--- src/rtl/byte_alu_pkg.sv ---
package byte_alu_pkg;

    localparam int DATA_W = 8;

    typedef enum logic [2:0] {
        OP_ADD  = 3'd0,
        OP_ADDC = 3'd1,
        OP_SUB  = 3'd2,
        OP_SUBB = 3'd3,
        OP_AND  = 3'd4,
        OP_OR   = 3'd5,
        OP_XOR  = 3'd6,
        OP_SHR  = 3'd7
    } alu_op_e;

    // Bit order is the status byte layout seen by neighbouring logic.
    typedef struct packed {
        logic ien;
        logic xfer;
        logic half;
        logic sgn;
        logic ovf;
        logic neg;
        logic zero;
        logic cy;
    } status_t;

    function automatic logic is_arith(alu_op_e op);
        return (op == OP_ADD) || (op == OP_ADDC) || (op == OP_SUB) || (op == OP_SUBB);
    endfunction

    function automatic logic is_sub(alu_op_e op);
        return (op == OP_SUB) || (op == OP_SUBB);
    endfunction

    function automatic logic uses_cin(alu_op_e op);
        return (op == OP_ADDC) || (op == OP_SUBB);
    endfunction

    // Which status fields an operation writes; zeros keep the old value.
    function automatic status_t write_mask(alu_op_e op);
        status_t m;
        m = '0;
        m.sgn  = 1'b1;
        m.ovf  = 1'b1;
        m.neg  = 1'b1;
        m.zero = 1'b1;
        unique case (op)
            OP_ADD, OP_ADDC, OP_SUB, OP_SUBB: begin
                m.cy   = 1'b1;
                m.half = 1'b1;
            end
            OP_SHR:  m.cy = 1'b1;
            default: m.cy = 1'b0;
        endcase
        return m;
    endfunction

endpackage

--- src/rtl/byte_alu_addsub.sv ---
module byte_alu_addsub
    import byte_alu_pkg::*;
#(
    parameter int W = DATA_W
) (
    input  logic [W-1:0] a,
    input  logic [W-1:0] b,
    input  logic         sub,
    input  logic         cin,
    output logic [W-1:0] res,
    output logic         cy,
    output logic         half,
    output logic         ovf
);
    localparam int HW = W / 2;

    logic [W-1:0]  b_eff;
    logic          c_eff;
    logic [W:0]    full_sum;
    logic [HW:0]   nib_sum;

    // Subtraction as a + ~b + (1 - borrow); carries invert into borrows.
    always_comb begin
        b_eff    = sub ? ~b : b;
        c_eff    = sub ? ~cin : cin;
        full_sum = {1'b0, a} + {1'b0, b_eff} + {{W{1'b0}}, c_eff};
        nib_sum  = {1'b0, a[HW-1:0]} + {1'b0, b_eff[HW-1:0]} + {{HW{1'b0}}, c_eff};
        res      = full_sum[W-1:0];
        cy       = sub ? ~full_sum[W] : full_sum[W];
        half     = sub ? ~nib_sum[HW] : nib_sum[HW];
        ovf      = (a[W-1] == b_eff[W-1]) && (res[W-1] != a[W-1]);
    end
endmodule

--- src/rtl/byte_alu_bitops.sv ---
module byte_alu_bitops
    import byte_alu_pkg::*;
#(
    parameter int W = DATA_W
) (
    input  alu_op_e      op,
    input  logic [W-1:0] a,
    input  logic [W-1:0] b,
    output logic [W-1:0] res,
    output logic         shift_out
);
    logic [W-1:0] shr_v;

    assign shr_v[W-1] = a[W-1];
    for (genvar i = 0; i < W - 1; i++) begin : g_shr
        assign shr_v[i] = a[i+1];
    end

    assign shift_out = a[0];

    always_comb begin
        unique case (op)
            OP_AND:  res = a & b;
            OP_OR:   res = a | b;
            OP_XOR:  res = a ^ b;
            OP_SHR:  res = shr_v;
            default: res = '0;
        endcase
    end
endmodule

--- src/rtl/byte_alu_flagmerge.sv ---
module byte_alu_flagmerge
    import byte_alu_pkg::*;
#(
    parameter int W = DATA_W
) (
    input  alu_op_e      op,
    input  status_t      old_s,
    input  logic [W-1:0] ar_res,
    input  logic         ar_cy,
    input  logic         ar_half,
    input  logic         ar_ovf,
    input  logic [W-1:0] lg_res,
    input  logic         lg_shift_out,
    output logic [W-1:0] res,
    output status_t      new_s
);
    status_t calc;
    status_t mask;

    always_comb begin
        calc      = '0;
        res       = is_arith(op) ? ar_res : lg_res;
        calc.neg  = res[W-1];
        calc.zero = ~|res;
        if (is_arith(op)) begin
            calc.cy   = ar_cy;
            calc.half = ar_half;
            calc.ovf  = ar_ovf;
        end else if (op == OP_SHR) begin
            calc.cy   = lg_shift_out;
            calc.ovf  = res[W-1] ^ lg_shift_out;
        end else begin
            calc.ovf  = 1'b0;
        end
        calc.sgn  = calc.neg ^ calc.ovf;
        mask      = write_mask(op);
        new_s     = (calc & mask) | (old_s & ~mask);
    end
endmodule

--- src/rtl/byte_alu.sv ---
module byte_alu
    import byte_alu_pkg::*;
#(
    parameter int W = DATA_W
) (
    input  logic         clk,
    input  logic         rst,
    input  logic [2:0]   op_i,
    input  logic [W-1:0] opa_i,
    input  logic [W-1:0] opb_i,
    input  logic [7:0]   sreg_i,
    output logic [W-1:0] res_o,
    output logic [7:0]   sreg_o
);
    alu_op_e      op;
    status_t      s_in;
    logic [W-1:0] ar_res, lg_res, res_d;
    logic         ar_cy, ar_half, ar_ovf, lg_so;
    status_t      s_d;
    logic [W-1:0] res_q;
    status_t      s_q;

    assign op   = alu_op_e'(op_i);
    assign s_in = status_t'(sreg_i);

    byte_alu_addsub #(.W(W)) u_addsub (
        .a    (opa_i),
        .b    (opb_i),
        .sub  (is_sub(op)),
        .cin  (uses_cin(op) & s_in.cy),
        .res  (ar_res),
        .cy   (ar_cy),
        .half (ar_half),
        .ovf  (ar_ovf)
    );

    byte_alu_bitops #(.W(W)) u_bitops (
        .op        (op),
        .a         (opa_i),
        .b         (opb_i),
        .res       (lg_res),
        .shift_out (lg_so)
    );

    byte_alu_flagmerge #(.W(W)) u_merge (
        .op           (op),
        .old_s        (s_in),
        .ar_res       (ar_res),
        .ar_cy        (ar_cy),
        .ar_half      (ar_half),
        .ar_ovf       (ar_ovf),
        .lg_res       (lg_res),
        .lg_shift_out (lg_so),
        .res          (res_d),
        .new_s        (s_d)
    );

    always_ff @(posedge clk) begin
        if (rst) begin
            res_q <= '0;
            s_q   <= '0;
        end else begin
            res_q <= res_d;
            s_q   <= s_d;
        end
    end

    assign res_o  = res_q;
    assign sreg_o = s_q;
endmodule

--- config.mk ---
export PLATFORM = sky130hd
export DESIGN_NAME = byte_alu
export DESIGN_NICKNAME = d
export VERILOG_FILES = /design/src/rtl/byte_alu_pkg.sv /design/src/rtl/byte_alu_addsub.sv /design/src/rtl/byte_alu_bitops.sv /design/src/rtl/byte_alu_flagmerge.sv /design/src/rtl/byte_alu.sv
export SDC_FILE = /design/constraint.sdc
export NUM_CORES = 1
export LEC_CHECK = 0
export ABC_AREA = 1
export BUFFER_PORTS_ARGS = -buffer_cell sky130_fd_sc_hd__buf_2
export CAP_MARGIN = 10
export CORE_MARGIN = 4
export CORE_UTILIZATION = 52
export CTS_CLUSTER_DIAMETER = 200
export DETAILED_ROUTE_END_ITERATION = 10
export GPL_TIMING_DRIVEN = 1
export MAX_ROUTING_LAYER = met4
export PLACE_DENSITY = 0.91
export SETUP_SLACK_MARGIN = 0.1
export SYNTH_ARGS = -nofsm -noshare
export SYNTH_HDL_FRONTEND = slang
export SYNTH_SLANG_ARGS = --single-unit
--- constraint.sdc ---
create_clock -name clk -period 2.31 [get_ports clk]
set_input_delay 0.1155 -clock clk [delete_from_list [all_inputs] [get_ports clk]]
set_output_delay 0.1155 -clock clk [all_outputs]
set_load 0.02 [all_outputs]
==> metrics.md, run 1 <==
| Metric | Value |
|---|---|
| Launch point of the worst path | op_i[1] |
| Syn. warnings | 0 |
| DR iter-0 viols | 72 |
| Die area | 4007 um^2 |
| GPL Wtd Cong | 0.9166 |
| Max cap viols | 0 |
| Htree depth | 1 |
| Final non-filler cell total | 311 |
| Worst-path clk slew | 70 ps |
| Buf/Inv on CP | 4 |
| Peak supply drop | 0.1872 mV |
| First-pass GRT wire length | 6.223 mm |
| CTS tree | done |
| Mapped Area | 1590 um^2 |
| Finish-stage setup viols | 0 |
| Critical path cell sequence | buf_2, inv_2, nor2_4, inv_1, nand2_1, o21ai_0, fa_1, inv_1, fa_1, nand3_1, nand2_1, a21oi_1, xnor2_1, nand2_1, nand2_1, nor3_2 |
| Placed insts | 307 |
| Worst Hold Class | input pin to flip-flop |
| Die Ht | 63.30 um |
| Power Dens Cells | 448.4 nW/um^2 |
| FF+latch count, synth | 15 |
| CP max stage delay | 360 ps |
| Fill count | 253 |
| Crit-path max FO | 5 |
| Slew Limit Fails | 0 |
| Pre-CTS WS | 55.06 ps |
| CTS Hold Bufs | 0 |
| Mapped Cells | 235 |
| Distinct cell type count after synthesis | 33 |
| Crit path top cell by count | nand2_1 |
| Delay-heaviest family, CP | simple AND/OR/NAND/NOR gates |
| Setup crit end kind | flip-flop |
| Routed wire length | 3.670 mm |
| Setup TNS | 0 ps |
| Crit path kind | input pin to flip-flop |
| Vias per std cell | 5.196 |
| Die W | 63.30 um |
| Layout area overhead | 17.15% |
| Largest net degree at the start of global routing | 13 |
| Starting density of the core | 56.21% |
| Vias in the first global route | 1527 |
| # diodes | 0 |
| Startpoint types | input pin |
| TritonCTS Buffers | 3 |
| Syn_area_per_cell | 6.767 um^2 |
| Post-detail-place hpwl | 3.078 mm |
| Resized Gates After CTS | 0 |
| Final hold viol count | 0 |
| Fmax | 496.4 MHz |
| Outcome | complete, no violations |
| IO buf count | 40 |
| Relative slew margins | 69.40% |
| Min Tclk post-route | 2015 ps |
| Critical Path AT | 2220 ps |
| CP max stage cell | fa_1 |
| CP required | 2520 ps |
| CP endpoint | sreg_o[1] |
| DRC Markers | 0 |
| # IOs | 45 |
| Top FF cell, synth | dfxtp_1 |
| EDFF count, synth | 0 |
| Core Area | 2829 um^2 |
| Leak Pwr | 1.112 nW |
| Tot Pwr | 0.8354 mW |
| Post-CTS setup buffer count | 0 |
| Total gr overflow | 0 |
| Post-synth ARST share | 0% |
| Number of stages on the worst setup path | 16 |
| Average wire per standard cell | 11.80 um |
| Root Buffer | clkbuf_4 |
| Routed vias | 1616 |
| RSZ-0062 raised after global routing | false |
| Post-synthesis sequential area ratio | 18.88% |
| Final worst path period share | 87.21% |
| Worst slew pin tran | 458.5 ps |
| Clock tree buffer depth | 2 |
| Initial antenna violation count | 0 |
| Setup WS post-layout | 295.5 ps |
| Gr usage total | 19.34% |
| Num rows | 19 |
| Clock sinks | 15 |
| Share of layout cells above drive strength 1 | 22.86% |
| Remaining antenna violation count | 0 |
| Nets@finish | 335 |
| First-pass iteration count of the detailed router | 4 |
| Post-Syn Nets | 289 |
==> layer usage <==
metal / vias to the layer above / share of wire, % / global-route usage [%]
met1: 705 / 46 / 23.81
met2: 73 / 45 / 32.67
met3: 4 / 7.7 / 1.599
li1: 834 / - / -
met4: 0 / 1.5 / 7.817
met5: - / 0 / -
==> flip-flops by register name, indices dropped and copies added (netlist names) <==
name / flops
sreg_o: 7
res_o: 8
==> worst min path at each step <==
stage / end / cells past startpoint / slack, ps / from
floorplan: sreg_o[6] / 2 / 220 / sreg_i[6]
finish: sreg_o[7] / 3 / 40 / sreg_i[7]
global route: sreg_o[6] / 3 / 40 / sreg_i[6]
detailed placement: sreg_o[7] / 3 / 330 / sreg_i[7]
CTS: sreg_o[7] / 3 / 30 / sreg_i[7]
global placement: sreg_o[6] / 3 / 320 / sreg_i[6]
==> cells in the final DEF (no fill, tap or decap), types with 2 or more instances in the layout <==
cell      instances
nor2_1           24
o21ai_0           3
a31oi_1           2
o21ai_1           2
nand2_2           4
o211ai_1          2
o21a_1            2
xor2_1            9
nor2_4            2
nand4_1           4
buf_4             4
a21oi_1          15
clkbuf_4          3
ha_1             23
fa_1              2
dfxtp_1          15
or2_1             2
inv_1            42
nand3_2           3
buf_2            40
inv_2             3
nand3_1          16
nand2_1          47
==> layout make-up <==
cell class | instances | area (um^2) | share of cell area [%]
flip-flops and latches | 15 | 300.3 | 16.12
well taps | 31 | 38.79 | 2.082
clock buffers | 4 | 26.28 | 1.410
repair buffers | 44 | 230.2 | 12.36
inverters | 45 | 168.9 | 9.066
multi-input cells | 172 | 1099 | 58.97
==> per-stage QoR <==
stage | util [%] | hold WS, ps | cell area (um^2)
3_5_place_dp | 64.93 | 333.6 | 1837
5_1_grt | 65.86 | 40.69 | 1863
2_1_floorplan | - | 222.5 | 1590
3_3_place_gp | 64.93 | 319.2 | 1837
6_report | 65.86 | 44.17 | 1863
4_1_cts | 65.86 | 34.39 | 1863
==> power by group <==
| group | switching [mW] | internal, mW |
|---|---|---|
| logic | 0.258 | 0.151 |
| clock network | 0.0710 | 0.0670 |
| registers | 0.00479 | 0.284 |
| total | 0.333 | 0.502 |
==> kinds of logic (layout without fill, tap and decap cells) <==
group                    after synthesis  count (layout)  synth area share [%]
buffers and inverters                 48              93                 12.04
AO/OA/AOI/OAI                         30              30                 10.94
adder cells (fa/ha/maj)               25              25                 20.61
AND/OR/NAND/NOR                      107             107                 32.02
XOR/XNOR                              10              10                 5.508
flip-flops                            15              15                 18.88
==> Yosys cell counts, drive strengths merged, types with 2 or more instances <==
cell,count,share of area (%)
nand2,51,13
a31oi,2,0.79
xor2,9,5.0
dfxtp,15,19
inv,45,11
nand4,4,1.6
ha,23,18
a21oi,16,5.3
or2,3,1.2
o211ai,2,0.94
o21a,2,0.94
o21ai,5,1.6
nor2,27,7.5
buf,2,1.2
nand3,20,8.0
fa,2,2.5
Power figures use the tool's default switching activity.
==> run 2, diff against run 1 <==
==> constraint.sdc (replaced) <==
create_clock -name clk -period 2.31 [get_ports clk]
set_input_delay 0.462 -clock clk [delete_from_list [all_inputs] [get_ports clk]]
set_output_delay 0.462 -clock clk [all_outputs]
set_load 0.02 [all_outputs]
==> run 2 against run 1 <==
  * Combinational power is 36% higher
  * First-iteration DRC count is 31% higher
  * Clock power is 4% lower
  * Via count is 9.7% higher
  * Fmax is 10% lower
==> metrics.md, run 2 (synthesized netlist as in run 1, its figures left out) <==
| Metric | Value |
|---|---|
| Crit path kind | input pin to flip-flop |
| Post-detail-place hpwl | 3.125 mm |
| Launch point of the worst path | op_i[1] |
| CP max stage delay | 450 ps |
| Sw power | 0.3919 mW |
| Outcome | complete, no violations |
| Delay-heaviest family, CP | adder cells |
| Vias in the first global route | 1605 |
| Most common cell after layout, fill and taps aside | inv_1 |
| Die Ht | 63.30 um |
| Total gr overflow | 0 |
| CTS tree | done |
| RSZ-0062 raised after global routing | true |
| Startpoint types | input pin |
| # IOs | 45 |
| DRC Markers | 0 |
| Comb pwr share | 57.0% |
| Largest register FFs | 8 |
| Placed insts | 321 |
| Critical path cell sequence | buf_8, inv_4, nor2_4, inv_2, nand2_2, o21ai_4, fa_2, inv_2, fa_2, nor2_2, a21oi_2, nor2_1, nand4_1, nor3_2 |
| Nets@finish | 353 |
| Worst Hold Class | input pin to flip-flop |
| Crit-path max FO | 4 |
| Final non-filler cell total | 329 |
| Critical Path AT | 2440 ps |
| Buf/Inv on CP | 4 |
| TritonCTS Buffers | 3 |
| Clock tree buffer depth | 2 |
| Routed vias | 1773 |
| Final worst path period share | 97.21% |
| Most frequent cells in the layout | inv_1, buf_2, nand2_1 |
| Setup TNS | 0 ps |
| Worst slew pin tran | 457.6 ps |
| Clock sinks | 15 |
| CTS Hold Bufs | 0 |
| CP required | 2510 ps |
| Average wire per standard cell | 13.22 um |
| Starting density of the core | 56.21% |
| Worst-path clk slew | 70 ps |
| Setup crit end kind | flip-flop |
| Flop pwr share | 29.5% |
| Power Dens Cells | 445.8 nW/um^2 |
| Core Area | 2829 um^2 |
| First-pass iteration count of the detailed router | 5 |
| Clock share of power | 13.5% |
| CP max stage cell | fa_2 |
| Min Tclk post-route | 2245 ps |
| Storage element area | 300.3 um^2 |
| Fmax | 445.3 MHz |
| Hold path startpoint | sreg_i[7] |
| Leak Pwr | 1.231 nW |
| Htree depth | 1 |
| Initial antenna violation count | 0 |
| Peak supply drop | 0.1789 mV |
| Multi-input gate area | 1255 um^2 |
| Die area | 4007 um^2 |
| Final core occ | 77.53% |
| Slew Limit Fails | 0 |
| Routed wire length | 4.351 mm |
| Int Pwr | 0.5860 mW |
| Root Buffer | clkbuf_4 |
| Relative slew margins | 69.31% |
| IO buf count | 40 |
| Fill count | 201 |
| GPL Wtd Cong | 0.8900 |
| Die W | 63.30 um |
| Vias per std cell | 5.389 |
| First-pass GRT wire length | 6.375 mm |
| Layout area overhead | 37.92% |
| Largest net degree at the start of global routing | 13 |
| Final hold viol count | 0 |
| Switch share | 40.08% |
| DR iter-0 viols | 94 |
| Num rows | 19 |
| Remaining antenna violation count | 0 |
| Share of layout cells above drive strength 1 | 39.26% |
| Gr usage total | 19.50% |
| Max cap viols | 0 |
| # diodes | 0 |
| Finish-stage setup viols | 0 |
-- run 2: worst min-delay path: cells and delay by family --
kind | cells | cell delay (ps)
simple gates | 1 | 70
buf+inv | 2 | 100
-- run 2: per-stage QoR --
step	total power [mW]	instance area (um^2)	setup slack, ps	hold WS, ps
after floorplan	0.5949	1624	-25.04	569.0
after global routing	1.061	2193	-19.78	400.4
after global placement	0.7385	1979	-106.1	667.4
after detailed placement	0.7552	1979	-174.1	681.7
after CTS	0.8874	2006	103.6	399.1
final	0.9779	2193	64.51	399.7
-- run 2: metal layers --
metal	track usage, %	up-vias	share of wire [%]
met3	3.020	20	6.5
met5	-	-	0
li1	-	866	-
met2	32.67	86	50
met1	23.10	801	40
met4	8.625	0	3.7
-- run 2: path summary, 6_finish.rpt --
kind	end	depth (start not counted)
min	sreg_o[7]	3
max	sreg_o[1]	14
-- run 2: timing repair --
item	in CTS	in global routing
pin swaps	1	18
setup buffers	0	4
setup endpoints to repair	1	7
gates resized for setup	0	39
-- run 2: cell type report --
class | instances | share of cell area, %
clock buffer | 4 | 1.198
timing repair buffer | 62 | 18.31
inverter | 45 | 7.815
tap | 31 | 1.768
multi-input combinational | 172 | 57.22
sequential | 15 | 13.69
-- run 2: power groups by stage --
| stage | registers (mW) | clock network [mW] | logic, mW |
|---|---|---|---|
| 4_1_cts | 0.289 | 0.137 | 0.462 |
| 3_3_place_gp | 0.294 | 0 | 0.444 |
| 2_1_floorplan | 0.330 | 0 | 0.265 |
| 3_5_place_dp | 0.295 | 0 | 0.460 |
| 5_1_grt | 0.292 | 0.156 | 0.612 |
| 6_report | 0.289 | 0.132 | 0.557 |
